[src/rtl/xirq_pkg.sv]
package xirq_pkg;
  localparam int unsigned MODE_W = 3;

  typedef enum logic [2:0] {
    TRIG_OFF  = 3'd0,
    TRIG_FALL = 3'd1,
    TRIG_RISE = 3'd2,
    TRIG_BOTH = 3'd3,
    TRIG_HIGH = 3'd4,
    TRIG_LOW  = 3'd5,
    TRIG_RSV6 = 3'd6,
    TRIG_RSV7 = 3'd7
  } trig_e;

  typedef enum logic [1:0] {
    FDIV_ONE   = 2'd0,
    FDIV_MID   = 2'd1,
    FDIV_SLOW  = 2'd2,
    FDIV_SLOW2 = 2'd3
  } fdiv_e;
endpackage

[src/rtl/xirq_sync.sv]
module xirq_sync #(
  parameter int W      = 4,
  parameter int STAGES = 2
) (
  input  logic         clk,
  input  logic         rst_n,
  input  logic [W-1:0] d,
  output logic [W-1:0] q
);
  logic [W-1:0] stg [STAGES];

  always_ff @(posedge clk or negedge rst_n) begin
    if (!rst_n) begin
      for (int i = 0; i < STAGES; i++) stg[i] <= '0;
    end else begin
      stg[0] <= d;
      for (int i = 1; i < STAGES; i++) stg[i] <= stg[i-1];
    end
  end

  assign q = stg[STAGES-1];
endmodule

[src/rtl/xirq_filter.sv]
module xirq_filter
  import xirq_pkg::*;
#(
  parameter int DIV_MID  = 16,
  parameter int DIV_SLOW = 64
) (
  input  logic       clk,
  input  logic       rst_n,
  input  logic       raw,
  input  logic [1:0] sel,
  output logic       lvl,
  output logic       tick
);
  // Division factors are powers of two; the divider is shared by both rates.
  localparam int CW = (DIV_SLOW > 1) ? $clog2(DIV_SLOW) : 1;
  localparam logic [CW-1:0] MID_MASK  = CW'(DIV_MID - 1);
  localparam logic [CW-1:0] SLOW_MASK = CW'(DIV_SLOW - 1);

  logic [CW-1:0] div_cnt;
  logic          samp_q;

  always_ff @(posedge clk or negedge rst_n) begin
    if (!rst_n) div_cnt <= '0;
    else        div_cnt <= div_cnt + 1'b1;
  end

  always_comb begin
    case (fdiv_e'(sel))
      FDIV_ONE: tick = 1'b1;
      FDIV_MID: tick = ((div_cnt & MID_MASK) == '0);
      default:  tick = ((div_cnt & SLOW_MASK) == '0);
    endcase
  end

  // A level is adopted only when two successive samples agree.
  always_ff @(posedge clk or negedge rst_n) begin
    if (!rst_n) begin
      samp_q <= 1'b0;
      lvl    <= 1'b0;
    end else if (tick) begin
      samp_q <= raw;
      if (raw == samp_q) lvl <= raw;
    end
  end
endmodule

[src/rtl/xirq_trigger.sv]
module xirq_trigger
  import xirq_pkg::*;
#(
  parameter bit HAS_LEVEL = 1'b1,
  parameter bit HAS_BOTH  = 1'b0
) (
  input  logic              clk,
  input  logic              rst_n,
  input  logic              lvl,
  input  logic [MODE_W-1:0] mode,
  output logic              evt,
  output logic              mode_ok
);
  logic lvl_d;

  always_ff @(posedge clk or negedge rst_n) begin
    if (!rst_n) lvl_d <= 1'b0;
    else        lvl_d <= lvl;
  end

  always_comb begin
    evt     = 1'b0;
    mode_ok = 1'b0;
    case (trig_e'(mode))
      TRIG_FALL: begin mode_ok = 1'b1; evt = lvl_d & ~lvl; end
      TRIG_RISE: begin mode_ok = 1'b1; evt = ~lvl_d & lvl; end
      TRIG_BOTH: if (HAS_BOTH)  begin mode_ok = 1'b1; evt = lvl_d ^ lvl; end
      TRIG_HIGH: if (HAS_LEVEL) begin mode_ok = 1'b1; evt = lvl;          end
      TRIG_LOW:  if (HAS_LEVEL) begin mode_ok = 1'b1; evt = ~lvl;         end
      default: ;
    endcase
  end
endmodule

[src/rtl/xirq_prio.sv]
module xirq_prio #(
  parameter int          N        = 4,
  parameter logic [7:0]  VEC_BASE = 8'h03,
  parameter logic [7:0]  VEC_STEP = 8'h08
) (
  input  logic         clk,
  input  logic         rst_n,
  input  logic [N-1:0] set,
  input  logic [N-1:0] clr,
  input  logic [N-1:0] req_en,
  input  logic         ready,
  output logic [N-1:0] pend,
  output logic         valid,
  output logic [7:0]   vector
);
  localparam int IW = (N > 1) ? $clog2(N) : 1;

  logic [N-1:0]  pend_q, live, grant;
  logic [IW-1:0] win;
  logic          take;

  assign live = pend_q & req_en;

  // Walk from the top down so the lowest live line is kept last.
  always_comb begin
    grant = '0;
    win   = '0;
    for (int i = N - 1; i >= 0; i--) begin
      if (live[i]) begin
        grant    = '0;
        grant[i] = 1'b1;
        win      = IW'(i);
      end
    end
  end

  assign valid  = |live;
  assign vector = VEC_BASE + 8'(VEC_STEP * win);
  assign take   = valid & ready;

  // A fresh event on the same edge outranks acceptance or clear.
  always_ff @(posedge clk or negedge rst_n) begin
    if (!rst_n) pend_q <= '0;
    else        pend_q <= (pend_q & ~clr & ~(grant & {N{take}})) | set;
  end

  assign pend = pend_q;
endmodule

[src/rtl/xirq_detect.sv]
module xirq_detect
  import xirq_pkg::*;
#(
  parameter int NCH          = 4,
  parameter int TMR_FIRST    = 2,
  parameter int FLT_CH       = 3,
  parameter int FLT_DIV_MID  = 16,
  parameter int FLT_DIV_SLOW = 64
) (
  input  logic                      clk,
  input  logic                      rst_n,
  input  logic [NCH-1:0]            pin_in,
  input  logic [NCH*MODE_W-1:0]     trig_mode,
  input  logic [NCH-1:0]            irq_en,
  input  logic [1:0]                flt_sel,
  input  logic [NCH-1:0]            pend_clr,
  output logic                      irq_valid,
  input  logic                      irq_ready,
  output logic [7:0]                irq_vector,
  output logic [NCH-TMR_FIRST-1:0]  tmr_evt
);
  localparam int NTMR = NCH - TMR_FIRST;

  logic [NCH-1:0]  sync_q, chan_lvl, evt, mode_ok, pend_q;
  logic [NTMR-1:0] tmr_q;
  logic            flt_tick, flt_lvl;

  xirq_sync #(.W(NCH), .STAGES(2)) u_sync (
    .clk(clk), .rst_n(rst_n), .d(pin_in), .q(sync_q)
  );

  for (genvar c = 0; c < NCH; c++) begin : g_ch
    if (c == FLT_CH) begin : g_flt
      xirq_filter #(.DIV_MID(FLT_DIV_MID), .DIV_SLOW(FLT_DIV_SLOW)) u_flt (
        .clk(clk), .rst_n(rst_n), .raw(sync_q[c]), .sel(flt_sel),
        .lvl(chan_lvl[c]), .tick(flt_tick)
      );
    end else begin : g_direct
      assign chan_lvl[c] = sync_q[c];
    end

    xirq_trigger #(
      .HAS_LEVEL(c < TMR_FIRST),
      .HAS_BOTH (c >= TMR_FIRST)
    ) u_trig (
      .clk(clk), .rst_n(rst_n), .lvl(chan_lvl[c]),
      .mode(trig_mode[c*MODE_W +: MODE_W]),
      .evt(evt[c]), .mode_ok(mode_ok[c])
    );
  end

  assign flt_lvl = chan_lvl[FLT_CH];

  xirq_prio #(.N(NCH), .VEC_BASE(8'h03), .VEC_STEP(8'h08)) u_prio (
    .clk(clk), .rst_n(rst_n), .set(evt), .clr(pend_clr),
    .req_en(irq_en & mode_ok), .ready(irq_ready),
    .pend(pend_q), .valid(irq_valid), .vector(irq_vector)
  );

  always_ff @(posedge clk or negedge rst_n) begin
    if (!rst_n) tmr_q <= '0;
    else        tmr_q <= evt[NCH-1:TMR_FIRST];
  end

  assign tmr_evt = tmr_q;
endmodule

[config.mk]
export PLATFORM = sky130hd
export DESIGN_NAME = xirq_detect
export DESIGN_NICKNAME = d
export VERILOG_FILES = /design/src/rtl/xirq_pkg.sv /design/src/rtl/xirq_sync.sv /design/src/rtl/xirq_filter.sv /design/src/rtl/xirq_trigger.sv /design/src/rtl/xirq_prio.sv /design/src/rtl/xirq_detect.sv
export SDC_FILE = /design/constraint.sdc
export NUM_CORES = 1
export LEC_CHECK = 0
export ABC_AREA = 1
export BUFFER_PORTS_ARGS = -buffer_cell sky130_fd_sc_hd__buf_2
export CORE_ASPECT_RATIO = 0.9
export CORE_MARGIN = 1.5
export CORE_UTILIZATION = 49
export CTS_CLUSTER_SIZE = 30
export DETAILED_ROUTE_END_ITERATION = 7
export GPL_TIMING_DRIVEN = 0
export PLACE_DENSITY = 0.77
export SYNTH_ARGS = -nofsm -noshare
export SYNTH_HDL_FRONTEND = slang
export SYNTH_SLANG_ARGS = --single-unit
export TNS_END_PERCENT = 1
[constraint.sdc]
create_clock -name clk -period 1.5 [get_ports clk]
set_input_delay 0.15 -clock clk [delete_from_list [all_inputs] [get_ports clk]]
set_output_delay 0.15 -clock clk [all_outputs]
set_load 0.01 [all_outputs]
* Yosys cells after proc, flatten, opt, wreduce, memory -nomap -nowiden
Cells that the tools add are included.
** Cells by class
- Reduce and logical (&&, ||, !) cells :: 9
- Muxes and demuxes :: 17
- Bitwise operators :: 27
- Shift operators :: 0
- Div/mod/pow operators :: 0
- Add/sub/neg operators :: 2
- Multipliers :: 0
- Order comparisons :: 0
- Equality and inequality tests :: 16
** Operator list (count)
- $and 4x4->4 :: 5
- $eq 3x2->1 const B :: 6
- $mux 4 :: 4
- $eq 3x1->1 const B :: 4
- $eq 3x3->1 const B :: 4
- $logic_not 6->1 :: 2
- $reduce_or 4->1 :: 3
- $and 1x1->1 :: 9
- $mux 2 :: 4
- $not 1->1 :: 8
- $not 4->4 :: 2
- $pmux 1 s4 :: 2
- $add 2x5->6 const A :: 1
- $add 6x1->6 const B :: 1
- $pmux 1 s3 :: 2
- $reduce_or 3->1 :: 2
- $mux 1 :: 4
- $or 4x4->4 :: 1
- $eq 2x1->1 const B :: 1
- $logic_not 2->1 :: 1
- $pmux 1 s2 :: 1
- $reduce_and 2->1 :: 1
- $xor 1x1->1 :: 2
- $eq 1x1->1 :: 1
** Word-level totals
- Memories kept :: 0
- Bits in latches :: 0
- Register bits :: 26
- Input port bits :: 29
- Memory bits (writable) :: 0
- Output and inout port bits :: 11
- Bits in read-only memories :: 0

* Logic depth before layout (Yosys ltp)
- Depth in word-level cells :: 13
- Mapped depth :: 7
- Depth with buffers taken out :: 7

* By module
From an unflattened synthesis, not the netlist that was laid out.
** Unflattened totals
- Cells, all modules :: 179
- Area total of the unflattened synthesis :: 1421.4 µm²
** Modules (own cells, without submodules)
- xirq_filter :: times used 1, cells an instance 35, area each 371.6 µm²
- xirq_prio :: times used 1, cells an instance 44, area each 304.0 µm²
- xirq_sync :: times used 1, cells an instance 12, area each 230.2 µm²
- xirq_trigger (g_ch[2].u_trig ...) :: times used 2, cells an instance 19, area each 113.9 µm²
- xirq_trigger (g_ch[0].u_trig ...) :: times used 2, cells an instance 20, area each 103.8 µm²
- xirq_detect :: times used 1, cells an instance 10, area each 80.1 µm²

* Worst setup path after synthesis
No wires, ideal clock.
- Path type :: register to register
- Start point :: reg g_ch[3].g_flt.u_flt.lvl
- End point :: reg u_prio.pend_q[3] (netlist: u_prio.pend[3])
- Clock period less this slack :: 1.107 ns
- Slack :: 0.393 ns
- Arrival time :: 0.984 ns
- Path buffers :: 0
- Cell stages (with the launch flop) :: 8
- Cell sequence :: dfrtp_1 inv_1 ha_1 nand2_1 o211ai_1 o21ai_0 inv_1 nand2_1
** Between the ends
- Longest elaborated chain between the ends :: 4
- Elaborated cells between the ends (all ways) :: 6
- Classes of those cells :: mux: 1; bitwise: 5
** Ends and longest elaborated chain
- from (decl) :: RTL line xirq_filter.sv:11 : output logic lvl,
- from (signal assigned) :: RTL line xirq_filter.sv:42 : if (raw == samp_q) lvl <= raw;
- $not 1->1 :: RTL line xirq_trigger.sv:25 : TRIG_FALL: begin mode_ok = 1'b1; evt = lvl_d & ~lvl; end
- $and 1x1->1 :: RTL line xirq_trigger.sv:25
- $pmux 1 s3 (*) :: RTL line xirq_trigger.sv:24 : case (trig_e'(mode))
- named net g_ch[3].u_trig.evt :: RTL line xirq_trigger.sv:11 : output logic evt,
- $or 4x4->4 (*) :: RTL line xirq_prio.sv:44 : else pend_q <= (pend_q & ~clr & ~(grant & {N{take}})) | set;
- to (signal assigned) :: RTL line xirq_prio.sv:44
- to (decl) :: RTL line xirq_prio.sv:18 : logic [N-1:0] pend_q, live, grant;
Mark *: on every way through the listed nets, which the timed path passes. The rest lies on a longest branch.
A chain may end at the register's enable or synchronous reset.

* Worst setup path in the final report
- Start point :: reg u_prio.pend_q[0] (netlist: u_prio.pend[0])
- End point :: out irq_vector[4]
** Between the ends
- Longest elaborated chain between the ends :: 3
** Ends and longest elaborated chain
- $and 4x4->4 :: RTL line xirq_prio.sv:22 : assign live = pend_q & req_en;
- $mux 2 :: RTL line xirq_prio.sv:29 : if (live[i]) begin
- $add 2x5->6 :: RTL line xirq_prio.sv:38 : assign vector = VEC_BASE + 8'(VEC_STEP * win);
- to (decl) :: RTL line xirq_detect.sv:19 : output logic [7:0] irq_vector,
No other way between the ends.

==> key figures <==
Run status
  – Run status: complete, no violations

Clock network
  – CTS tree: done
  – # clock sinks: 26
  – Total CTS buffers: 3
  – Longest Clk Path Bufs: 2
  – CTS root buf: sky130_fd_sc_hd__clkbuf_4
  – Insertion delay of the later-clocked pin in the worst-skew pair: 310 ps
  – Reg clk slew, reported paths: 130 ps
  – Maximum level of the CTS H-tree: 1

STA
  – Actual slew at the worst max-slew pin: 547 ps
  – Worst Skew: 1.62 ps
  – Hold slack final: 82.2 ps
  – Number of pins exceeding their max-slew limit in the final report: 0
  – Achievable clock frequency: 718 MHz
  – Final hold viol count: 0
  – Worst slew margin: 63.6%
  – Minimum clock period: 1390 ps
  – Final worst-path cycle share: 92.8%
  – Final count of negative-setup-slack endpoints: 0

Setup path
  – Largest stage delay on the critical path: 400 ps
  – Setup slack on the worst flop-to-flop path: 280 ps
  – R2r endpoint: u_prio.pend[3]
  – Capturing element type of the critical path: output port
  – Cell-by-cell listing of the critical path: nand2_1, inv_1, nand2_2, nand2_1, nor2_1, buf_2
  – Worst path required time: 1350 ps
  – Most common cell on crit path: sky130_fd_sc_hd__nand2_1
  – Startpoint Class: flip-flop
  – Arrival time at the worst endpoint: 1240 ps
  – Maximum fanout encountered on the critical timing path: 4
  – Setup CP Type: flip-flop to output port
  – Number of cell instances on the worst register-to-register path: 7
  – Critical register-to-register path startpoint: g_ch[3].g_flt.u_flt.lvl
  – CP max-delay cell: sky130_fd_sc_hd__dfrtp_1

Global route
  – Largest net degree at the start of global routing: 27
  – Overflow left after global routing: 0
  – Number of global-route vias before repair: 1034
  – Initial antenna violation count: 0
  – Wire length of the first global-routing pass: 3.78 mm
  – Global router's overall resource usage: 16.5%

Placed design
  – Placed wire-length estimate: 1.75 mm
  – Post-Place Cell Area: 1480 um^2
  – # port buffers: 33
  – Gpl congestion: 0.753

Power
  – Largest voltage drop on the vdd net: 0.574 mV
  – Total power divided by cell area: 858 nW/um^2
  – Leakage power: 0.874 nW

Route
  – Drt total wl: 2.22 mm
  – Detail Route Antenna Nets: 0
  – Routed vias: 1050
  – First DRT Iteration DRCs: 30
  – DRC violations left: 0
  – Routed vias/inst: 4.79
  – TritonRoute pass-1 iters: 4
  – Mean routed wirelength per cell: 10.2 um

Floorplanning
  – Num ports: 40
  – Std cell rows: 17
  – DIE WIDTH: 56.6 um
  – Initial core utilization: 51.8%
  – Core footprint: 2450 um^2
  – Total Die Area: 2900 um^2
  – Die Span Y: 51.2 um

Min path
  – Worst hold path cell count: 4
  – Type of the most critical hold path: primary input to flip-flop
  – Hold-critical path endpoint: u_prio.pend[3]
  – Hold Startpoint: pend_clr[3]

Synthesis
  – Total standard cell area after synthesis: 1270 um^2
  – Top cell type's share of synthesized area: 51.4%
  – Main flop type after synthesis: sky130_fd_sc_hd__dfrtp_1
  – Distinct cell type count after synthesis: 23
  – Share of synthesized registers carrying an async set or reset: 100%
  – Synthesized area per cell: 8.79 um^2
  – Post-synthesis instance total: 144
  – Flip-flop and latch count after synthesis: 26
  – Top cells by area, synth: sky130_fd_sc_hd__dfrtp_1, sky130_fd_sc_hd__inv_1, sky130_fd_sc_hd__nand2_1, sky130_fd_sc_hd__ha_1, sky130_fd_sc_hd__o21ai_0
  – Sequential element share of the synthesized area: 51.4%
  – Count of synthesis-stage warnings from yosys: 0
  – Number of enable flip-flop cells after synthesis: 0
  – Cell accounting for the most synthesized area: sky130_fd_sc_hd__dfrtp_1

Job
  – Max-capacitance violation count: 0

Finish
  – Final design area excluding fillers: 1580 um^2
  – Synth-to-Final Area Change: 25.0%
  – Final core utilization: 64.7%
  – Post-layout net count: 227
  – Proportion of layout cells with a drive suffix above 1: 27.2%
  – Diodes inserted: 0
[worst max-delay path: cells and delay by family, from the launching register on]
kind / cells / cell delay [ps]
buffers and inverters: 2 / 180
DFF: 1 / 400
and+or+nand+nor: 4 / 340
[Yosys cell counts (3+ instances only)]
cell type / n
sky130_fd_sc_hd__dfrtp_1: 26
sky130_fd_sc_hd__inv_1: 24
sky130_fd_sc_hd__nand2_1: 24
sky130_fd_sc_hd__o21ai_0: 12
sky130_fd_sc_hd__nand3_1: 11
sky130_fd_sc_hd__nor2_1: 11
sky130_fd_sc_hd__buf_4: 6
sky130_fd_sc_hd__ha_1: 6
sky130_fd_sc_hd__xor2_1: 4
sky130_fd_sc_hd__nor3_1: 3
[cells in the final DEF, fill, tap and decap left out, types with 2 or more instances in the layout]
master and count:
sky130_fd_sc_hd__inv_2 2, sky130_fd_sc_hd__dfrtp_1 26, sky130_fd_sc_hd__clkbuf_4 3, sky130_fd_sc_hd__nand3b_1 2
sky130_fd_sc_hd__nor3_1 3, sky130_fd_sc_hd__ha_1 6, sky130_fd_sc_hd__nor2_1 10, sky130_fd_sc_hd__conb_1 6
sky130_fd_sc_hd__nand3_1 11, sky130_fd_sc_hd__buf_2 33, sky130_fd_sc_hd__inv_1 24, sky130_fd_sc_hd__nand2_2 4
sky130_fd_sc_hd__buf_4 7, sky130_fd_sc_hd__xor2_1 4, sky130_fd_sc_hd__nand2_1 22, sky130_fd_sc_hd__dlygate4sd3_1 5
sky130_fd_sc_hd__o21ai_0 11
[power breakdown]
group / internal, W / leakage [nW] / switching (W)
Combinational: 0.000112 / 0.542 / 0.000129
Clock: 0.000148 / 0.0210 / 0.000191
Sequential: 0.000750 / 0.311 / 0.0000280
[registers in the layout (all words and copies together), names as in the netlist]
signal and count:
g_ch.g_flt.u_flt.div_cnt 6, g_ch.g_flt.u_flt.samp_q 1, u_sync.stg 4, u_prio.pend 4
tmr_evt 2, u_sync.q 4, g_ch.g_flt.u_flt.lvl 1, g_ch.u_trig.lvl_d 4
[metrics by stage]
stage               setup TNS (ps)  cells  power (W)  setup slack (ps)
finish                           0    219    0.00136               107
global route                 -1.46    219    0.00145             -1.46
CTS                              0    218    0.00137              53.9
detailed placement               0    209    0.00102               293
global placement                 0    209   0.000999               329
floorplan                        0    148   0.000919               393
[cells by family after synthesis]
kind of cell	Yosys count	share of synthesized area, %
compound gates	18	8.10
xor+xnor	5	3.46
fa+ha+maj	6	5.93
buf+inv	32	11.3
flops	26	51.4
other cells	2	0.593
simple gates	55	19.3
[area by class of cell]
cell class | count | area, um^2
buffer | 6 | 45.0
timing repair buffer | 39 | 223
multi-input combinational | 90 | 495
tap | 28 | 35.0
fill | 207 | 863
clock buffer | 4 | 36.3
sequential | 26 | 651
inverter | 26 | 97.6
[per-layer routing]
metal,vias to the layer above,share of wire [%],track usage [%]
met5,-,0,0
met4,0,1.5,6.35
met3,6,7.6,2.78
met2,41,52,32.8
met1,471,39,17.2
li1,532,-,-
[how the worst max path moves through the flow]
stage,end,depth (start not counted),startpoint,slack [ps]
CTS,irq_valid,7,u_prio.pend[2],50
global route,irq_valid,7,u_prio.pend[2],-1
finish,irq_vector[4],6,u_prio.pend[0],110
floorplan,u_prio.pend[3],7,g_ch[3].g_flt.u_flt.lvl,390
detailed placement,u_prio.pend[3],7,g_ch[3].g_flt.u_flt.lvl,290
global placement,u_prio.pend[3],7,g_ch[3].g_flt.u_flt.lvl,330
[timing repair]
action,4_1_cts,5_1_grt
setup buffers,0,1
resized for setup,0,5
hold buffers,5,0
hold endpoints to repair,30,0
setup endpoints to repair,0,3
(Power assumes the default switching activity.)
